===== config.mk =====
export PLATFORM = sky130hd
export DESIGN_NAME = soft_volume
export DESIGN_NICKNAME = d
export VERILOG_FILES = /design/src/rtl/vol_pkg.sv /design/src/rtl/vol_ramp_ch.sv /design/src/rtl/vol_gain_lut.sv /design/src/rtl/vol_scale.sv /design/src/rtl/soft_volume.sv
export SDC_FILE = /design/constraint.sdc
export NUM_CORES = 2
export LEC_CHECK = 0
export BUFFER_PORTS_ARGS = -buffer_cell sky130_fd_sc_hd__buf_2
export CORE_MARGIN = 2
export CORE_UTILIZATION = 45
export DETAILED_ROUTE_END_ITERATION = 7
export HOLD_SLACK_MARGIN = 0.06
export SKIP_LAST_GASP = 1
export SYNTH_ARGS = -nofsm -noshare
export SYNTH_HDL_FRONTEND = slang
export SYNTH_SLANG_ARGS = --single-unit

===== constraint.sdc =====
create_clock -name clk -period 14.64 [get_ports clk]
set_clock_uncertainty 0.2 [all_clocks]
set_input_delay 4.392 -clock clk [delete_from_list [all_inputs] [get_ports clk]]
set_output_delay 4.392 -clock clk [all_outputs]
set_load 0.1 [all_outputs]

===== src/rtl/vol_pkg.sv =====
package vol_pkg;
  localparam int STEP_BITS = 4;                 // 16 codes per 6 dB octave
  localparam int MANT_W    = 16;                // unsigned mantissa, Q1.15
  localparam int MANT_FRAC = 15;
  localparam int HEAD_OCT  = 4;                 // +24 dB headroom = 4 octaves
  localparam int N_CH      = 2;
endpackage


===== src/rtl/vol_ramp_ch.sv =====
module vol_ramp_ch #(
  parameter int CODE_W = 8
) (
  input  logic              clk,
  input  logic              rst,
  input  logic              step_i,
  input  logic [CODE_W-1:0] tgt_i,
  output logic [CODE_W-1:0] cur_o
);
  localparam logic [CODE_W-1:0] MUTE_CODE = {CODE_W{1'b1}};
  localparam logic [CODE_W-1:0] ONE       = CODE_W'(1);

  always_ff @(posedge clk) begin
    if (rst) begin
      cur_o <= MUTE_CODE;
    end else if (step_i) begin
      if (cur_o < tgt_i)      cur_o <= cur_o + ONE;
      else if (cur_o > tgt_i) cur_o <= cur_o - ONE;
    end
  end

  AST_RAMP_UP: assert property (@(posedge clk) disable iff (rst)
    step_i && (tgt_i > cur_o) |=> cur_o == $past(cur_o) + ONE);
  AST_RAMP_DOWN: assert property (@(posedge clk) disable iff (rst)
    step_i && (tgt_i < cur_o) |=> cur_o == $past(cur_o) - ONE);
  AST_RAMP_IDLE: assert property (@(posedge clk) disable iff (rst)
    !step_i |=> $stable(cur_o));
endmodule


===== src/rtl/vol_gain_lut.sv =====
module vol_gain_lut
  import vol_pkg::*;
#(
  parameter int CODE_W = 8
) (
  input  logic [CODE_W-1:0]           code_i,
  output logic [MANT_W-1:0]           mant_o,
  output logic [CODE_W-STEP_BITS-1:0] oct_o,
  output logic                        mute_o
);
  logic [STEP_BITS-1:0] frac;

  assign frac   = code_i[STEP_BITS-1:0];
  assign oct_o  = code_i[CODE_W-1:STEP_BITS];
  assign mute_o = &code_i;

  // 2^(-f/16) in Q1.15
  always_comb begin
    unique case (frac)
      4'd0:  mant_o = 16'd32768;
      4'd1:  mant_o = 16'd31379;
      4'd2:  mant_o = 16'd30048;
      4'd3:  mant_o = 16'd28774;
      4'd4:  mant_o = 16'd27554;
      4'd5:  mant_o = 16'd26386;
      4'd6:  mant_o = 16'd25268;
      4'd7:  mant_o = 16'd24196;
      4'd8:  mant_o = 16'd23170;
      4'd9:  mant_o = 16'd22188;
      4'd10: mant_o = 16'd21247;
      4'd11: mant_o = 16'd20347;
      4'd12: mant_o = 16'd19484;
      4'd13: mant_o = 16'd18658;
      4'd14: mant_o = 16'd17867;
      default: mant_o = 16'd17110;
    endcase
  end
endmodule


===== src/rtl/vol_scale.sv =====
module vol_scale
  import vol_pkg::*;
#(
  parameter int SAMPLE_W = 24,
  parameter int OCT_W    = 4
) (
  input  logic                       clk,
  input  logic                       rst,
  input  logic                       en_i,
  input  logic signed [SAMPLE_W-1:0] sample_i,
  input  logic [MANT_W-1:0]          mant_i,
  input  logic [OCT_W-1:0]           oct_i,
  input  logic                       mute_i,
  output logic signed [SAMPLE_W-1:0] result_o
);
  localparam int WIDE_W = SAMPLE_W + MANT_W + HEAD_OCT + 2;
  localparam logic signed [WIDE_W-1:0] SAT_MAX = WIDE_W'((2 ** (SAMPLE_W - 1)) - 1);
  localparam logic signed [WIDE_W-1:0] SAT_MIN = -(WIDE_W'(2 ** (SAMPLE_W - 1)));

  logic signed [WIDE_W-1:0] s_ext, m_ext, prod, shifted;
  logic signed [SAMPLE_W-1:0] clipped;
  int unsigned shamt;

  always_comb begin
    s_ext   = WIDE_W'(sample_i);
    m_ext   = WIDE_W'($signed({1'b0, mant_i}));
    prod    = (s_ext * m_ext) <<< HEAD_OCT;
    shamt   = MANT_FRAC + int'(oct_i);
    shifted = prod >>> shamt;
    if (shifted > SAT_MAX)      clipped = SAMPLE_W'(SAT_MAX);
    else if (shifted < SAT_MIN) clipped = SAMPLE_W'(SAT_MIN);
    else                        clipped = SAMPLE_W'(shifted);
  end

  always_ff @(posedge clk) begin
    if (rst)       result_o <= '0;
    else if (en_i) result_o <= mute_i ? '0 : clipped;
  end

  AST_MUTE_ZERO: assert property (@(posedge clk) disable iff (rst)
    en_i && mute_i |=> result_o == '0);
  AST_HOLD_RESULT: assert property (@(posedge clk) disable iff (rst)
    !en_i |=> $stable(result_o));
endmodule


===== src/rtl/soft_volume.sv =====
module soft_volume
  import vol_pkg::*;
#(
  parameter int SAMPLE_W = 24,
  parameter int CODE_W   = 8
) (
  input  logic                       clk,
  input  logic                       rst,
  input  logic                       frame_valid,
  input  logic signed [SAMPLE_W-1:0] in_l,
  input  logic signed [SAMPLE_W-1:0] in_r,
  input  logic [CODE_W-1:0]          vol_l,
  input  logic [CODE_W-1:0]          vol_r,
  input  logic                       link,
  output logic                       out_valid,
  output logic signed [SAMPLE_W-1:0] out_l,
  output logic signed [SAMPLE_W-1:0] out_r
);
  localparam int OCT_W = CODE_W - STEP_BITS;

  logic signed [SAMPLE_W-1:0] smp [N_CH];
  logic signed [SAMPLE_W-1:0] res [N_CH];
  logic [CODE_W-1:0]          tgt [N_CH];
  logic [CODE_W-1:0]          cur [N_CH];

  assign smp[0] = in_l;
  assign smp[1] = in_r;
  assign tgt[0] = vol_l;
  assign tgt[1] = link ? vol_l : vol_r;

  for (genvar ch = 0; ch < N_CH; ch++) begin : g_ch
    logic [MANT_W-1:0] mant;
    logic [OCT_W-1:0]  oct;
    logic              mute;

    vol_ramp_ch #(.CODE_W(CODE_W)) u_ramp (
      .clk(clk), .rst(rst), .step_i(frame_valid),
      .tgt_i(tgt[ch]), .cur_o(cur[ch])
    );

    vol_gain_lut #(.CODE_W(CODE_W)) u_lut (
      .code_i(cur[ch]), .mant_o(mant), .oct_o(oct), .mute_o(mute)
    );

    vol_scale #(.SAMPLE_W(SAMPLE_W), .OCT_W(OCT_W)) u_scale (
      .clk(clk), .rst(rst), .en_i(frame_valid), .sample_i(smp[ch]),
      .mant_i(mant), .oct_i(oct), .mute_i(mute), .result_o(res[ch])
    );
  end

  always_ff @(posedge clk) begin
    if (rst) out_valid <= 1'b0;
    else     out_valid <= frame_valid;
  end

  assign out_l = res[0];
  assign out_r = res[1];

  AST_LINK_FOLLOW: assert property (@(posedge clk) disable iff (rst)
    link && frame_valid && (cur[0] == cur[1]) |=> cur[0] == cur[1]);
  AST_VALID_PULSE: assert property (@(posedge clk) disable iff (rst)
    !frame_valid |=> !out_valid);
endmodule


# Word level (Yosys, flattened, before mapping)
# Memory sizes are Yosys's and may differ from the RTL's. A register that Yosys moved wholly into a read port is not among the register bits.
# Index checks and enable logic that the tools add are counted.
dict set report totals {
  ff_bits 65
  latch_bits 0
  mem_bits_rw 0
  rom_bits 512
  in_bits 68
  out_inout_bits 49
  word_cells 46
  mem_count 2
}
dict set report classes {
  n_addsub 6
  n_mul 2
  div_mod_pow 0
  order_cmp 8
  n_eq_ne 0
  shifts 2
  mux 15
  n_bitwise 0
  reduce_logical 6
}
# name depth word_bits read_ports rd_ports_with_merged_regs wr line
set memory_table {}
lappend memory_table {{(name not given)} 16 16 1 1 0 vol_gain_lut.sv:19} ;# unique case (frac)
lappend memory_table {{(name not given)} 16 16 1 1 0 vol_gain_lut.sv:19}
# operator n
set op_table {}
lappend op_table {{$mux 24} 6}
lappend op_table {{$gt 46x24->1 const B} 2}
lappend op_table {{$lt 46x24->1 const B} 2}
lappend op_table {{$sshr 46x32->46} 2}
lappend op_table {{$mul 24x17->41} 2}
lappend op_table {{$mux 8} 5}
lappend op_table {{$add 8x1->8 const B} 2}
lappend op_table {{$gt 8x8->1} 2}
lappend op_table {{$lt 8x8->1} 2}
lappend op_table {{$mux 4} 4}
lappend op_table {{$reduce_and 8->1} 2}
lappend op_table {{$sub 8x1->8 const B} 2}
lappend op_table {{$add 4x4->5 const A} 2}
lappend op_table {{$reduce_and 2->1} 2}
lappend op_table {{$reduce_bool 2->1} 2}

# Logic depth before layout (Yosys ltp)
dict set report logic_depth {
  ltp_word 6
  depth_mapped 32
  depth_no_buf 27
}

# Hierarchy
# Synthesis repeated with hierarchy kept, for this count alone.
dict set report hier_totals {
  hier_cells 4861
  hier_area_um2 40152.3
}
# module n_inst cells_per_inst area_each_um2 seq_area_each_um2
set by_module_without_submodules {}
lappend by_module_without_submodules {{vol_scale at g_ch[0].u_scale} 1 2284 18753.0 480.5}
lappend by_module_without_submodules {{vol_scale at g_ch[1].u_scale} 1 2230 18660.4 480.5}
lappend by_module_without_submodules {vol_ramp_ch 2 95 790.8 160.2}
lappend by_module_without_submodules {{vol_gain_lut at g_ch[1].u_lut} 1 73 500.5 0.0}
lappend by_module_without_submodules {{vol_gain_lut at g_ch[0].u_lut} 1 73 499.2 0.0}
lappend by_module_without_submodules {soft_volume 1 11 157.7 20.0}

# Worst setup path after synthesis
# No wires, ideal clock.
dict set report synth_timing {
  kind {input -> register}
  from {input port in_l[11]}
  to {register g_ch[0].u_scale.result_o[11]}
  setup_ns 0.125
  arrival_time_ns 11.466
  t_required_ns 14.315
  setup_slack_ns 2.849
  path_stages 28
  path_buffers 4
  path_cell_list {clkbuf_1 -> nand2_1 -> fa_1 -> fa_1 -> fa_1 -> inv_1 -> fa_1 -> fa_1 -> inv_1 -> fa_1 -> inv_1 -> ha_1 -> buf_2 -> a21oi_2 -> nor2_1 -> o311a_1 -> or4_4 -> a211oi_1 -> a2111oi_0 -> a211o_1 -> a22oi_2 -> nor4b_1 -> o2111a_1 -> o2111ai_1 -> a31oi_4 -> buf_6 -> buf_12 -> o211ai_2}
}
dict set report synth_via {
  elab_chain_cells 6
  word_cells_on_any_way 7
  classes_between {mul (1); order compare (2); shift (1); mux (3)}
}
# element line
set synth_lines {}
lappend synth_lines {{start, declared} soft_volume.sv:10} ;# input logic signed [SAMPLE_W-1:0] in_l,
lappend synth_lines {{$mul 24x17->41 *} vol_scale.sv:27} ;# prod = (s_ext * m_ext) <<< HEAD_OCT;
lappend synth_lines {{$sshr 46x32->46 *} vol_scale.sv:29} ;# shifted = prod >>> shamt;
lappend synth_lines {{$lt 46x24->1} vol_scale.sv:31} ;# else if (shifted < SAT_MIN) clipped = SAMPLE_W'(SAT_MIN);
lappend synth_lines {{$mux 24} vol_scale.sv:31}
lappend synth_lines {{$mux 24 *} vol_scale.sv:30} ;# if (shifted > SAT_MAX) clipped = SAMPLE_W'(SAT_MAX);
lappend synth_lines {{$mux 24 *} vol_scale.sv:37} ;# else if (en_i) result_o <= mute_i ? '0 : clipped;
lappend synth_lines {{end signal, assigned} vol_scale.sv:37}
lappend synth_lines {{end, declared} vol_scale.sv:14} ;# output logic signed [SAMPLE_W-1:0] result_o
# Every way passes the cells marked *; elsewhere a longest branch is shown, timed or not.
# A chain may end at the register's enable or synchronous reset.

# Final worst setup path
dict set report layout_timing {
  from {input port in_r[23]}
  to {register g_ch[1].u_scale.result_o[22]}
}
dict set report layout_via {
  elab_chain_cells 6
  word_cells_on_any_way 7
  classes_between {mul (1); order compare (2); shift (1); mux (3)}
}
# element line
set layout_lines {}
lappend layout_lines {{start, declared} soft_volume.sv:11} ;# input logic signed [SAMPLE_W-1:0] in_r,
lappend layout_lines {{$mul 24x17->41 *} vol_scale.sv:27}
lappend layout_lines {{$sshr 46x32->46 *} vol_scale.sv:29}
lappend layout_lines {{$lt 46x24->1} vol_scale.sv:31}
lappend layout_lines {{$mux 24} vol_scale.sv:31}
lappend layout_lines {{$mux 24 *} vol_scale.sv:30}
lappend layout_lines {{$mux 24 *} vol_scale.sv:37}
lappend layout_lines {{end signal, assigned} vol_scale.sv:37}
lappend layout_lines {{end, declared} vol_scale.sv:14}
# Marked as above.

==> results.toml <==
[status]
outcome = "complete, no violations"

[sta]
period_minus_slack_ns = 13.27
tns_ns = 0
whs_ns = 0.263
relSlewSlack_pct = 13.1
fmax_ghz = 0.0754
rsz0062_at_grt = "no"
setup_slack_ns = 1.37
setup_viol = 0
drv_slew = 0
min_period_over_period_pct = 90.6
hold_violations = 0
tightest_slew_ns = 1.30

[logic_synthesis]
synth_enable_flop_cells = 0
synth_warnings = 0
synthArstFlopShare_pct = 0
synthTopCellsByArea = "fa_1, inv_1, ha_1, nand2_1, and2_1"
synth-seq-cells = 97
yosys.area.top_type_share_pct = 37.4
avgSynthCellArea_um2 = 8.24
syn_inst = 4910
synth.largest_area_cell = "fa_1"
ys.flop_type = "dfxtp_1"
yosysUniqueCellTypes = 111
synth-seq-area-share_pct = 4.80
synthesis.nets = 5982
synth_area_mm2 = 0.0404

[die]
rows = 109
core-area_mm2 = 0.0888
die_y_um = 304
io_pins = 117
die-area_mm2 = 0.0923
die_width_um = 304
initial_core_util_pct = 45.6

[placed_design]
dp_slack_ns = 1.13
gp_congestion = 0.932
numPortBuffers = 116
placed_cell_area_mm2 = 0.0417
dp_hpwl_mm = 94.8

[run]
drv_cap = 0

[final_layout]
num-nets-final = 5879
drive_above_1_share_pct = 6.30
fillCellCount = 8833
antenna_cells = 0
synthToLayoutAreaGrowth_pct = 3.97
final_area_mm2 = 0.0420

[route]
ant_nets = 0
first_iter_violations = 2466
first_pass_iters = 7
via_per_inst = 5.64
wl_per_cell_um = 19.6
num_vias = 33700
drc = 0
wl_mm = 117

[global_routing]
grt_antenna_before_repair = 1
track_usage_pct = 26.2
grt_pass1_wl_mm = 196
grt_max_degree = 70
overflow = 0
grt_pass1_vias = 35700

[worst_setup_path]
cp-end-kind = "register"
cp.arrival_ns = 13.33
crit_fanout = 20
crit_path_start_kind = "primary input"
path_class = "primary input to register"
crit_required_ns = 14.70

[cts]
root_buffer = "clkbuf_16"
cts_hold_buf = 0
cts_tree = "yes"
h-tree-depth = 3
postCtsSetupRepairBufs = 0
insertion_delay_ns = 0.39
numCtsBuffers = 9
clockBufferDepth = 2
cts-resized-gates = 0
clkTransAtPathRegs_ns = 0.08
clock-sinks = 97

[min_path]
hp-class = "register to register"
## through the flow
| stage | std cells | util [%] |
|---|---|---|
| after global routing | 5977 | 47.4 |
| final | 5977 | 47.4 |
| after floorplan | 4910 | - |
| after CTS | 5977 | 47.4 |
| after global placement | 5961 | 47.0 |
| after detailed placement | 5961 | 47.0 |
## layout by cell type (no fill, tap or decap), types with 21 or more instances in the layout
master,count
nor3_1,66
o21ai_0,126
o21bai_1,24
fa_1,756
buf_4,40
dfxtp_1,95
a21o_1,52
xnor2_1,62
ha_1,246
buf_2,116
a31oi_1,22
and3_1,33
a211oi_1,49
a21oi_1,217
a211o_1,21
nor2_1,196
o21ai_1,26
inv_1,916
o21a_1,24
nand4_1,24
nand2_1,687
and2_1,383
mux2i_1,74
nand3_1,52
nand2b_1,26
mux2_2,21
xor2_1,24
o211ai_1,45
## final timing paths
kind                                                  start                                   endpoint  slack (ns)  depth (start not counted)
setup reg to reg            g_ch[1].u_lut.mant_o[4]$_DFF_P_  g_ch[1].u_scale.result_o[22]$_SDFFE_PP0P_        4.66                         24
hold / removal    g_ch[0].u_scale.result_o[23]$_SDFFE_PP0P_  g_ch[0].u_scale.result_o[23]$_SDFFE_PP0P_        0.26                          1
hold reg to reg   g_ch[0].u_scale.result_o[23]$_SDFFE_PP0P_  g_ch[0].u_scale.result_o[23]$_SDFFE_PP0P_        0.26                          1
setup / recovery                                   in_r[23]  g_ch[1].u_scale.result_o[22]$_SDFFE_PP0P_        1.37                         26
## flip-flops by register name, indices dropped and copies added (netlist names)
name / flops
g_ch.u_scale.result_o: 48
g_ch.u_lut.mant_o: 32
g_ch.u_ramp.cur_o: 16
out_valid: 1
## critical path, cell delays in order
cell      delay, ns
buf_2          0.27
and2_1         0.22
inv_1          0.07
fa_1           0.61
fa_1           0.75
fa_1           0.51
fa_1           0.51
fa_1           0.49
inv_1          0.05
fa_1           0.43
ha_1           0.49
nand2_1        0.12
o31ai_1        0.48
and2_1         0.27
o2111a_1       0.37
a41oi_2        0.19
xor2_1         0.85
a222oi_1       0.28
a22oi_1        0.46
a221oi_1       0.22
nor4_1         0.38
a21oi_1        0.20
nor2_2         0.13
buf_4          0.28
and4_1         0.23
a211oi_1       0.05
## cell families (layout without fill, tap and decap cells)
group | after synthesis | after routing | synth area share (%)
AND/OR/NAND/NOR | 1560 | 1560 | 18.6
buffers and inverters | 1188 | 1090 | 11.3
adder cells (fa/ha/maj) | 1004 | 1004 | 45.1
AO/OA/AOI/OAI | 863 | 863 | 15.2
multiplexers | 106 | 106 | 2.97
flip-flops | 97 | 97 | 4.80
XOR/XNOR | 92 | 92 | 1.99
## cell usage after synthesis (all sizes together) (10+ instances only)
| library cell | n |
|---|---|
| inv | 917 |
| fa | 756 |
| nand2 | 687 |
| and2 | 384 |
| ha | 248 |
| a21oi | 223 |
| clkbuf | 208 |
| nor2 | 199 |
| o21ai | 153 |
| dfxtp | 97 |
| mux2i | 74 |
| nor3 | 68 |
| xnor2 | 65 |
| buf | 62 |
| o211ai | 62 |
| a211oi | 53 |
| a21o | 53 |
| nand3 | 53 |
| and3 | 34 |
| xor2 | 27 |
| nand2b | 26 |
| a31oi | 25 |
| nand4 | 24 |
| o21a | 24 |
| o21bai | 24 |
| mux2 | 23 |
| a211o | 21 |
| a311oi | 19 |
| a22oi | 17 |
| or2 | 17 |
| a221oi | 16 |
| o211a | 15 |
| o22ai | 15 |
| nor2b | 13 |
| a2111oi | 12 |
| o221ai | 12 |
| o31ai | 12 |
| or3 | 12 |
| a41oi | 10 |
| and4 | 10 |
| nor4 | 10 |
## layer usage
metal / global-route usage (%) / vias to the layer above / part of all wire (%)
met1: 34.2 / 17100 / 42
met2: 46.8 / 975 / 51
li1: - / 15500 / -
met5: 0 / - / 0.0077
met4: 6.76 / 2 / 2.6
met3: 2.12 / 171 / 4.3
## final cells by class
type,instances,area [um^2],share of cell area [%]
multi-input combinational,3625,34000,80.8
inverter,918,3450,8.20
sequential,97,1940,4.62
tap,1165,1460,3.47
timing repair buffer,156,881,2.09
clock buffer,10,239,0.568
clock inverter,6,85.1,0.202
Power is left out: the tool's default activity adds up to more than one toggle a clock period on the data nets, which glitch-free logic cannot reach.
